$ cat config.mk
export PLATFORM = sky130hd
export DESIGN_NAME = xfer_fifo_pair
export DESIGN_NICKNAME = d
export VERILOG_FILES = /design/src/rtl/xf_pkg.sv /design/src/rtl/xf_flush_seq.sv /design/src/rtl/xf_word_store.sv /design/src/rtl/xf_byte_packer.sv /design/src/rtl/xfer_fifo_pair.sv
export SDC_FILE = /design/constraint.sdc
export NUM_CORES = 1
export LEC_CHECK = 0
export BUFFER_PORTS_ARGS = -buffer_cell sky130_fd_sc_hd__buf_2
export CORE_ASPECT_RATIO = 1.1
export CORE_MARGIN = 8
export CORE_UTILIZATION = 35
export DETAILED_ROUTE_END_ITERATION = 16
export SLEW_MARGIN = 20
export SYNTH_ARGS = -nofsm -noshare
export SYNTH_HDL_FRONTEND = slang
export SYNTH_SLANG_ARGS = --single-unit
$ cat constraint.sdc
create_clock -name clk -period 7.85 [get_ports clk]
set_input_delay 0.3925 -clock clk [delete_from_list [all_inputs] [get_ports clk]]
set_output_delay 0.3925 -clock clk [all_outputs]
set_load 0.01 [all_outputs]
$ cat src/rtl/xf_pkg.sv
package xf_pkg;
    // Control word layout. The trigger fields and flush bits are decoded here.
    localparam int TRIG_W      = 3;
    localparam int CTL_TX_TRIG = 5;
    localparam int CTL_RX_TRIG = 2;
    localparam int CTL_TX_FL   = 1;
    localparam int CTL_RX_FL   = 0;

    typedef enum logic {
        FL_IDLE  = 1'b0,
        FL_CLEAR = 1'b1
    } flush_state_e;
endpackage

$ cat src/rtl/xf_flush_seq.sv
module xf_flush_seq
    import xf_pkg::*;
(
    input  logic clk,
    input  logic rst_n,
    input  logic start,
    output logic busy
);
    flush_state_e state_q, state_d;

    always_comb begin
        state_d = state_q;
        unique case (state_q)
            FL_IDLE:  if (start) state_d = FL_CLEAR;
            FL_CLEAR: state_d = FL_IDLE;
        endcase
    end

    always_ff @(posedge clk or negedge rst_n) begin
        if (!rst_n) state_q <= FL_IDLE;
        else        state_q <= state_d;
    end

    always_comb begin
        busy = (state_q == FL_CLEAR);
    end
endmodule

$ cat src/rtl/xf_word_store.sv
module xf_word_store #(
    parameter int WIDTH = 32,
    parameter int DEPTH = 8
) (
    input  logic                          clk,
    input  logic                          rst_n,
    input  logic                          clr,
    input  logic                          push,
    input  logic [WIDTH-1:0]              push_data,
    input  logic                          pop,
    output logic [WIDTH-1:0]              head,
    output logic [$clog2(DEPTH+1)-1:0]    count,
    output logic                          full,
    output logic                          empty
);
    localparam int PTR_W = (DEPTH > 1) ? $clog2(DEPTH) : 1;
    localparam int CNT_W = $clog2(DEPTH + 1);

    logic [WIDTH-1:0] mem [DEPTH];
    logic [PTR_W-1:0] wr_ptr, rd_ptr;
    logic [CNT_W-1:0] count_q;
    logic             push_ok, pop_ok;

    assign full    = (count_q == CNT_W'(DEPTH));
    assign empty   = (count_q == '0);
    assign push_ok = push && !full && !clr;
    assign pop_ok  = pop && !empty && !clr;
    assign count   = count_q;
    assign head    = empty ? '0 : mem[rd_ptr];

    function automatic logic [PTR_W-1:0] nxt(input logic [PTR_W-1:0] p);
        return (p == PTR_W'(DEPTH - 1)) ? '0 : p + PTR_W'(1);
    endfunction

    always_ff @(posedge clk) begin
        if (push_ok) mem[wr_ptr] <= push_data;
    end

    always_ff @(posedge clk or negedge rst_n) begin
        if (!rst_n) begin
            wr_ptr  <= '0;
            rd_ptr  <= '0;
            count_q <= '0;
        end else if (clr) begin
            wr_ptr  <= '0;
            rd_ptr  <= '0;
            count_q <= '0;
        end else begin
            if (push_ok) wr_ptr <= nxt(wr_ptr);
            if (pop_ok)  rd_ptr <= nxt(rd_ptr);
            if (push_ok && !pop_ok)      count_q <= count_q + CNT_W'(1);
            else if (pop_ok && !push_ok) count_q <= count_q - CNT_W'(1);
        end
    end


    count_bound_chk: assert property (@(posedge clk) disable iff (!rst_n)
        count_q <= CNT_W'(DEPTH));


    full_hold_chk: assert property (@(posedge clk) disable iff (!rst_n)
        (push && full && !pop && !clr) |=> (count_q == CNT_W'(DEPTH)));
endmodule

$ cat src/rtl/xf_byte_packer.sv
module xf_byte_packer #(
    parameter int WORD_W = 32
) (
    input  logic              clk,
    input  logic              rst_n,
    input  logic              clr,
    input  logic              byte_vld,
    input  logic [7:0]        byte_in,
    input  logic              last,
    output logic              word_vld,
    output logic [WORD_W-1:0] word_out
);
    localparam int BYTES = WORD_W / 8;
    localparam int POS_W = $clog2(BYTES);

    logic [POS_W-1:0]  pos_q;
    logic [WORD_W-1:0] acc_q;
    logic [WORD_W-1:0] merged;

    always_comb begin
        merged = acc_q;
        if (byte_vld) merged[int'(pos_q)*8 +: 8] = byte_in;
    end

    assign word_out = merged;
    assign word_vld = (byte_vld && (pos_q == POS_W'(BYTES - 1))) ||
                      (last && (byte_vld || (pos_q != '0)));

    always_ff @(posedge clk or negedge rst_n) begin
        if (!rst_n) begin
            pos_q <= '0;
            acc_q <= '0;
        end else if (clr || word_vld) begin
            pos_q <= '0;
            acc_q <= '0;
        end else if (byte_vld) begin
            pos_q <= pos_q + POS_W'(1);
            acc_q <= merged;
        end
    end


    pack_restart_chk: assert property (@(posedge clk) disable iff (!rst_n)
        (last && !clr) |=> (pos_q == '0));
endmodule

$ cat src/rtl/xfer_fifo_pair.sv
module xfer_fifo_pair
    import xf_pkg::*;
#(
    parameter int WORD_W = 32,
    parameter int DEPTH  = 8,
    localparam int CNT_W = $clog2(DEPTH + 1)
) (
    input  logic                 clk,
    input  logic                 rst_n,
    input  logic                 ctrl_wr,
    input  logic [7:0]           ctrl_wdata,
    output logic [7:0]           ctrl_rdata,
    output logic [2*CNT_W-1:0]   stat_rdata,
    input  logic                 tx_wr,
    input  logic [WORD_W-1:0]    tx_wdata,
    input  logic                 tx_rd,
    output logic [WORD_W-1:0]    tx_rdata,
    output logic                 tx_avail,
    input  logic                 rx_byte_vld,
    input  logic [7:0]           rx_byte,
    input  logic                 rx_last,
    input  logic                 rx_rd,
    output logic [WORD_W-1:0]    rx_rdata,
    output logic                 tx_req,
    output logic                 rx_req,
    output logic                 tx_ovf,
    output logic                 rx_unf
);
    logic [TRIG_W-1:0] tx_trig_q, rx_trig_q;
    logic              tx_ovf_q, rx_unf_q;
    logic              tx_busy, rx_busy;
    logic [CNT_W-1:0]  tx_count, rx_count, tx_free;
    logic              tx_full, tx_empty, rx_full, rx_empty;
    logic              pk_vld;
    logic [WORD_W-1:0] pk_word;

    xf_flush_seq u_tx_flush (
        .clk   (clk),
        .rst_n (rst_n),
        .start (ctrl_wr && ctrl_wdata[CTL_TX_FL]),
        .busy  (tx_busy)
    );

    xf_flush_seq u_rx_flush (
        .clk   (clk),
        .rst_n (rst_n),
        .start (ctrl_wr && ctrl_wdata[CTL_RX_FL]),
        .busy  (rx_busy)
    );

    xf_word_store #(.WIDTH(WORD_W), .DEPTH(DEPTH)) u_tx_store (
        .clk       (clk),
        .rst_n     (rst_n),
        .clr       (tx_busy),
        .push      (tx_wr),
        .push_data (tx_wdata),
        .pop       (tx_rd),
        .head      (tx_rdata),
        .count     (tx_count),
        .full      (tx_full),
        .empty     (tx_empty)
    );

    xf_byte_packer #(.WORD_W(WORD_W)) u_packer (
        .clk      (clk),
        .rst_n    (rst_n),
        .clr      (rx_busy),
        .byte_vld (rx_byte_vld),
        .byte_in  (rx_byte),
        .last     (rx_last),
        .word_vld (pk_vld),
        .word_out (pk_word)
    );

    xf_word_store #(.WIDTH(WORD_W), .DEPTH(DEPTH)) u_rx_store (
        .clk       (clk),
        .rst_n     (rst_n),
        .clr       (rx_busy),
        .push      (pk_vld),
        .push_data (pk_word),
        .pop       (rx_rd),
        .head      (rx_rdata),
        .count     (rx_count),
        .full      (rx_full),
        .empty     (rx_empty)
    );

    always_ff @(posedge clk or negedge rst_n) begin
        if (!rst_n) begin
            tx_trig_q <= '0;
            rx_trig_q <= '0;
        end else if (ctrl_wr) begin
            tx_trig_q <= ctrl_wdata[CTL_TX_TRIG +: TRIG_W];
            rx_trig_q <= ctrl_wdata[CTL_RX_TRIG +: TRIG_W];
        end
    end

    always_ff @(posedge clk or negedge rst_n) begin
        if (!rst_n)                   tx_ovf_q <= 1'b0;
        else if (tx_busy)             tx_ovf_q <= 1'b0;
        else if (tx_wr && tx_full)    tx_ovf_q <= 1'b1;
    end

    always_ff @(posedge clk or negedge rst_n) begin
        if (!rst_n)                   rx_unf_q <= 1'b0;
        else if (rx_busy)             rx_unf_q <= 1'b0;
        else if (rx_rd && rx_empty)   rx_unf_q <= 1'b1;
    end

    assign tx_free    = CNT_W'(DEPTH) - tx_count;
    assign ctrl_rdata = {tx_trig_q, rx_trig_q, tx_busy, rx_busy};
    assign stat_rdata = {tx_free, rx_count};
    assign tx_avail   = !tx_empty;
    assign tx_req     = int'(tx_free)  > int'(tx_trig_q);
    assign rx_req     = int'(rx_count) > int'(rx_trig_q);
    assign tx_ovf     = tx_ovf_q;
    assign rx_unf     = rx_unf_q;


    tx_flush_empties_chk: assert property (@(posedge clk) disable iff (!rst_n)
        tx_busy |=> (tx_free == CNT_W'(DEPTH)) && !tx_ovf);


    rx_flush_empties_chk: assert property (@(posedge clk) disable iff (!rst_n)
        rx_busy |=> (rx_count == '0) && !rx_unf);


    tx_ovf_set_chk: assert property (@(posedge clk) disable iff (!rst_n)
        (tx_wr && tx_full && !tx_busy) |=> tx_ovf);


    rx_unf_set_chk: assert property (@(posedge clk) disable iff (!rst_n)
        (rx_rd && rx_empty && !rx_busy) |=> rx_unf);
endmodule

==> run metrics, run 1 <==
run status=finished clean; detail-routed net length per standard cell=22.1 um; Synth cell types=53; Core Footprint=64,900 um2; Die X=260 um; Worst path slowest cell=buf_4; final net count=1,424; count of mapped cells out of synthesis=1,156; final period demand of the worst path=3.71 ns; global routing usage on met1=0.162; global routing met2 resource utilization=0.238; Highest Clock Rate=269 MHz; TritonCTS buffer count=59; post-layout power=9.51 mW; cell count after placement=2,114; sequential cell area fraction in the yosys report=0.742; crit path max fanout=45; number of DRC markers in iteration 0=673; Placement Rows=98; initial standard-cell utilization of the core=0.352; P per Cell Area=354 nW/um2; data arrival time at the worst-slack endpoint=3.32 ns; delay of the slowest cell on the worst path=0.82 ns; most used routing layer=met2; Tcrit/Tclk final=0.473; count of yosys warnings during synthesis=0; drt pass-1 iters=5; final count of hold timing violations=0; total routed wirelength=49,500 um; maximum number of pins on one net before global-route repair=67; total DRC errors in the routed layout=0; vias in the first global route=12.4k; worst max-slew margin expressed relative to the limit=0.313; first-pass GRT wire length=76,000 um; crit path launch type=flip-flop; startpoint-to-endpoint class of the critical path=flip-flop to output port; share of post-route cells with drive strength above 1=0.303; fraction of synthesis flops using an asynchronous set or reset pin=0.111; final count of pins violating max slew=0; class of the tightest hold or removal check=input pin to flip-flop; I/O pin total=141; post-synthesis net count=1,237; cells taking the most area after synthesis=edfxtp_1, mux4_2, dfrtp_1, mux2i_1, nor2_1; total congestion overflow after global routing=0; setup total negative slack=0 ns; Worst Hold Endpoint=u_tx_store.mem[5][3]$_DFFE_PP_; Cell Count, Final, Fillers Out=2,245; mapped cell area=22,900 um2; Tightest Pin Transition=1.03 ns; RSZ-0062 raised after global routing=false; # H-tree levels=2; EDFF count, synth=512; proportion of power drawn by the clock network=0.297; area share of the largest cell type after synthesis=0.672; Main synth FF type=edfxtp_1; total net switching power=2.94 mW; switching power share of the total=0.309; most frequent cells after synthesis=edfxtp_1, mux4_2, nor2_1; cell-internal power=6.57 mW; Die Footprint=73,800 um2; quantity of I/O buffers inserted on ports=140; worst hold path stage count=1; maximum clock insertion buffer count=3; register bit count reported by yosys=576; layout overhead on the synthesized area=17.5%; root buffer cell=clkbuf_16; slack of the worst reg-to-reg path=4.40 ns; cells on worst reg2reg path=11; estimated wirelength of the detail-placed design=27,600 um; number of vias per cell after detailed routing=5.05; TritonCTS clock tree=done; critical-path cell list=buf_4 -> mux4_2 -> mux2i_1 -> nor2_1 -> buf_2; overall global routing resource usage=0.133; Comb power frac=0.293; kind of capture point of the worst setup path=output port; sequential share of power=0.410; crit path launch=u_rx_store.rd_ptr[0]$_DFFE_PN0P_; CP required=7.46 ns; setup-violating endpoint count in the final report=0; number of nets with antenna violations after detailed routing=0; Hold Crit Start=tx_wdata[3]; leading area contributor after synthesis=edfxtp_1; global routing usage on met3=0.0263; clk_skew=0.0271 ns; P_leak=9.06 nW; Clk Latency, worst-skew pair=0.62 ns; height of the die=284 um; library cell with the highest instance count after synthesis=edfxtp_1; worst flop-to-flop path endpoint=u_rx_store.count[3]$_DFFE_PN0P_; RePlAce Congestion=0.718; initial antenna violation count=7; Peak VDD IR=0.313 mV; clock net sink count=576; buffers inserted by post-CTS timing repair=0; reg-to-reg critical path startpoint=u_packer.pos_q[0]$_DFFE_PN0P_; clock-pin slew on the worst setup and hold paths=0.06 ns; Min Hold Slack=0.0342 ns; Mapped Avg Cell Area=19.8 um2; number of fill cells in the layout=5,697; total number of vias=11.3k; number of maximum-capacitance violations=0
==> power groups by stage <==
stage / clock network, mW / registers (mW) / logic [mW]
6_report: 2.82 / 3.91 / 2.79
3_5_place_dp: 0 / 3.98 / 2.87
2_1_floorplan: 0 / 3.87 / 1.90
3_3_place_gp: 0 / 3.96 / 2.83
4_1_cts: 2.90 / 3.91 / 2.88
5_1_grt: 2.99 / 3.95 / 3.06
==> metal layers <==
layer	wire, um	vias to the layer above	share of wire
met1	20500	5994	0.41
met3	2360	74	0.048
met2	25600	239	0.52
li1	-	5030	-
met5	56	-	0.0011
met4	963	8	0.019
==> kinds of logic after synthesis <==
group,Yosys count,share of synthesized area
AO/OA/AOI/OAI,69,0.0235
XOR/XNOR,6,0.00263
adder cells (fa/ha/maj),25,0.0143
buffers and inverters,70,0.0136
flip-flops,576,0.742
multiplexers,203,0.159
AND/OR/NAND/NOR,207,0.0442
==> sequential cells by signal (all words and copies together) (netlist names), 2 cells and up <==
register and cells:
u_tx_store.count 4, u_rx_store.count 4, tx_trig_q 3, u_tx_store.rd_ptr 3, u_tx_store.wr_ptr 3, u_rx_store.mem 256
rx_trig_q 3, u_packer.acc_q 32, u_tx_store.mem 256, u_packer.pos_q 2, u_rx_store.rd_ptr 3, u_rx_store.wr_ptr 3
==> critical path: cells and delay by family, from the launching register on <==
kind | cells | cell delay (ns)
muxes | 2 | 0.85
buffers and inverters | 2 | 0.98
and+or+nand+nor | 1 | 0.09
DFF | 1 | 0.71
==> worst max-delay path by stage <==
| stage | endpoint | slack [ns] | cells past startpoint |
|---|---|---|---|
| floorplan | u_rx_store.mem[0][0]$_DFFE_PP_ | 2.56 | 6 |
| global placement | u_tx_store.count[3]$_DFFE_PN0P_ | 4.33 | 12 |
| detailed placement | u_tx_store.count[3]$_DFFE_PN0P_ | 4.24 | 12 |
| CTS | tx_rdata[25] | 3.93 | 5 |
| global route | rx_rdata[25] | 3.87 | 5 |
| finish | rx_rdata[25] | 4.14 | 5 |
==> metrics by stage <==
stage / instance area [um2] / setup slack, ns / utilization
2_1_floorplan: 22900 / 2.56 / -
3_3_place_gp: 24700 / 4.33 / 0.381
3_5_place_dp: 24700 / 4.24 / 0.381
4_1_cts: 26800 / 3.93 / 0.414
5_1_grt: 26900 / 3.87 / 0.414
6_report: 26900 / 4.14 / 0.414
==> repair_timing <==
action	4_1_cts	5_1_grt
hold buffers	17	0
hold endpoints to repair	118	0
gates resized for setup	0	0
==> layout make-up <==
cell class	count	area (um2)	share of cell area
Inverter	14	52.6	0.00196
Sequential cell	576	17000	0.632
Clock inverter	37	418	0.0156
Clock buffer	74	1560	0.0582
Timing Repair Buffer	182	1080	0.0402
Antenna cell	2	5.00	0.000186
Multi-Input combinational cell	510	5690	0.212
Tap cell	850	1060	0.0396
==> cells in the final DEF, fill, tap and decap left out, types with 10 or more instances in the layout <==
cell           netlist  final
dlygate4sd3_1        0     17
mux4_2             128    128
dfrtp_1             64     58
buf_4                3     25
clkbuf_16            0     60
clkinv_2             0     10
buf_2               15    139
clkbuf_1            29     13
mux2i_1             67     67
ha_1                23     23
edfxtp_1           512    512
nor2_1              90     82
nand3_1             10     10
a22o_1              33     33
nand2_1             29     29
nor2b_1             36     36
a21oi_1             15     15
inv_1               14     14
(Power assumes the default switching activity.)
==> inputs of run 2 (changes only) <==
==> constraint.sdc (replaced) <==
create_clock -name clk -period 3.4 [get_ports clk]
set_input_delay 0.17 -clock clk [delete_from_list [all_inputs] [get_ports clk]]
set_output_delay 0.17 -clock clk [all_outputs]
set_load 0.01 [all_outputs]
==> run metrics, run 2 (synthesized netlist as in run 1, its figures left out) <==
post-layout instance area=27,700 um2 (+2.9%); buffers inserted by post-CTS timing repair=0 (unchanged); total congestion overflow after global routing=0 (unchanged); post-layout power=22.3 mW (+130%); total routed wirelength=49,000 um (-1.0%); RSZ-0062 raised after global routing=false; reg-to-reg critical path startpoint=u_packer.pos_q[0]$_DFFE_PN0P_; estimated wirelength of the detail-placed design=30,300 um (+9.7%); Min Hold Slack=0.209 ns (+0.175 ns); I/O pin total=141 (unchanged); layout overhead on the synthesized area=20.9%; total number of vias=11.5k (+1.4%); clock-pin slew on the worst setup and hold paths=0.06 ns (about the same); crit path max fanout=6 (-87%); worst max-slew margin expressed relative to the limit=0.385 (+0.0724); setup-violating endpoint count in the final report=0 (unchanged); Worst Slack Setup Final=0.219 ns (-3.92 ns); P_leak=9.40 nW (+3.7%); Post-DP Area=25,000 um2 (+1.4%); startpoint-to-endpoint class of the critical path=flip-flop to flip-flop; share of post-route cells with drive strength above 1=0.312 (+0.00908); class of the tightest hold or removal check=input pin to flip-flop; crit path launch=u_packer.pos_q[0]$_DFFE_PN0P_; P per Cell Area=806 nW/um2 (+130%); number of nets with antenna violations after detailed routing=0 (unchanged); Worst path slowest cell=dfrtp_1; Hold Crit Start=rx_byte[6]; slack of the worst reg-to-reg path=0.22 ns (-4.18 ns); critical-path cell list=inv_1 -> ha_1 -> nand2b_1 -> a22o_2 -> nor3b_1 -> inv_1 -> ha_1 -> a21oi_1 -> nand2_1 -> or3_2 -> a32o_1; drt pass-1 iters=5 (unchanged); Worst Hold Endpoint=u_rx_store.mem[1][14]$_DFFE_PP_; final count of hold timing violations=0 (unchanged); Highest Clock Rate=314 MHz; count of instances resized after the clock tree is built=0 (unchanged); worst hold path stage count=2 (+1); clock net sink count=576 (unchanged); initial standard-cell utilization of the core=0.352 (unchanged); final net count=1,484 (+4.2%); Placement Rows=98 (unchanged); Largest regs=u_rx_store.mem (256), u_tx_store.mem (256), u_packer.acc_q (32); root buffer cell=clkbuf_16; Peak VDD IR=0.550 mV (+76%); final count of pins violating max slew=0 (unchanged); Tcrit/Tclk final=0.936; total DRC errors in the routed layout=0 (unchanged); TritonCTS clock tree=done; clk_skew=0.0233 ns (-0.00377 ns); cells on worst reg2reg path=11 (unchanged); data arrival time at the worst-slack endpoint=3.68 ns (+0.36 ns); quantity of I/O buffers inserted on ports=140 (unchanged); Core Footprint=64,900 um2 (unchanged); run status=finished clean; initial antenna violation count=1 (-6); Tightest Pin Transition=0.922 ns (-0.109 ns); vias in the first global route=12.5k (+0.10%); n_diodes=0 (-2); commonest non-fill, non-tap cell in the layout=edfxtp_1; Worst Setup Slack post-DPL=0.242 ns (-4.00 ns); overall global routing resource usage=0.131 (-0.00187); delay of the slowest cell on the worst path=0.47 ns (-0.35 ns); TritonCTS buffer count=60 (+1.7%); crit path launch type=flip-flop; cell count after placement=2,134 (+0.95%); number of maximum-capacitance violations=0 (unchanged); maximum number of pins on one net before global-route repair=65 (-3.0%); most frequent cells in the layout=edfxtp_1, buf_2, mux4_2; number of fill cells in the layout=5,667 (-0.53%); RePlAce Congestion=0.732 (+1.9%); number of vias per cell after detailed routing=4.99 (-1.2%); Die X=260 um (unchanged); setup total negative slack=0 ns (unchanged); maximum clock insertion buffer count=3 (unchanged); first-pass GRT wire length=75,300 um (-0.89%); Die Footprint=73,800 um2 (unchanged); kind of capture point of the worst setup path=flip-flop; detail-routed net length per standard cell=21.3 um (-3.6%); final period demand of the worst path=3.18 ns; height of the die=284 um (unchanged); worst flop-to-flop path endpoint=u_rx_store.count[3]$_DFFE_PN0P_; core utilization of the finished layout=0.426 (+0.0121); Clk Latency, worst-skew pair=0.61 ns (about the same); # H-tree levels=2 (unchanged); Cell Count, Final, Fillers Out=2,305 (+2.7%); count of hold buffers inserted by post-cts repair=57 (+40); number of DRC markers in iteration 0=629 (-6.5%); CP required=3.90 ns (-3.56 ns)
==> run 2: area by class of cell <==
type	instances	area [um2]	share of cell area
clock buffers	77	1650	0.0595
clock inverters	37	403	0.0146
inverters	14	52.6	0.00190
multi-input cells	510	5730	0.207
flip-flops and latches	576	17000	0.614
well taps	850	1060	0.0385
repair buffers	241	1770	0.0639
==> run 2: power by group <==
part           leakage (nW)  internal, mW  switching, mW  total (mW)
Combinational          2.93          2.98           3.49        6.47
Clock                  1.00          3.91           2.73        6.64
Sequential             5.47          8.53          0.665        9.19
==> run 2: critical path: cells and delay by family (launching register included) <==
kind            cells  cell delay [ns]
buf+inv             2             0.27
flops               1             0.47
compound gates      3             0.68
simple gates        4             1.07
fa+ha+maj           2             0.57
==> run 2: layer usage <==
| metal | share of wire | wire (um) | track usage |
|---|---|---|---|
| met2 | 0.53 | 25800 | 0.237 |
| met5 | 0.00027 | 13 | 0 |
| met1 | 0.40 | 19800 | 0.158 |
| met3 | 0.050 | 2450 | 0.0279 |
| met4 | 0.020 | 994 | 0.0323 |
==> run 2: worst max-delay path by stage <==
stage	slack, ns	depth (start not counted)	to
after CTS	0.22	11	u_rx_store.count[3]$_DFFE_PN0P_
after global placement	0.30	11	u_rx_store.count[3]$_DFFE_PN0P_
final	0.22	11	u_rx_store.count[3]$_DFFE_PN0P_
after floorplan	-0.72	6	u_rx_store.mem[2][0]$_DFFE_PP_
after global routing	0.05	11	u_rx_store.count[3]$_DFFE_PN0P_
after detailed placement	0.24	11	u_rx_store.count[3]$_DFFE_PN0P_
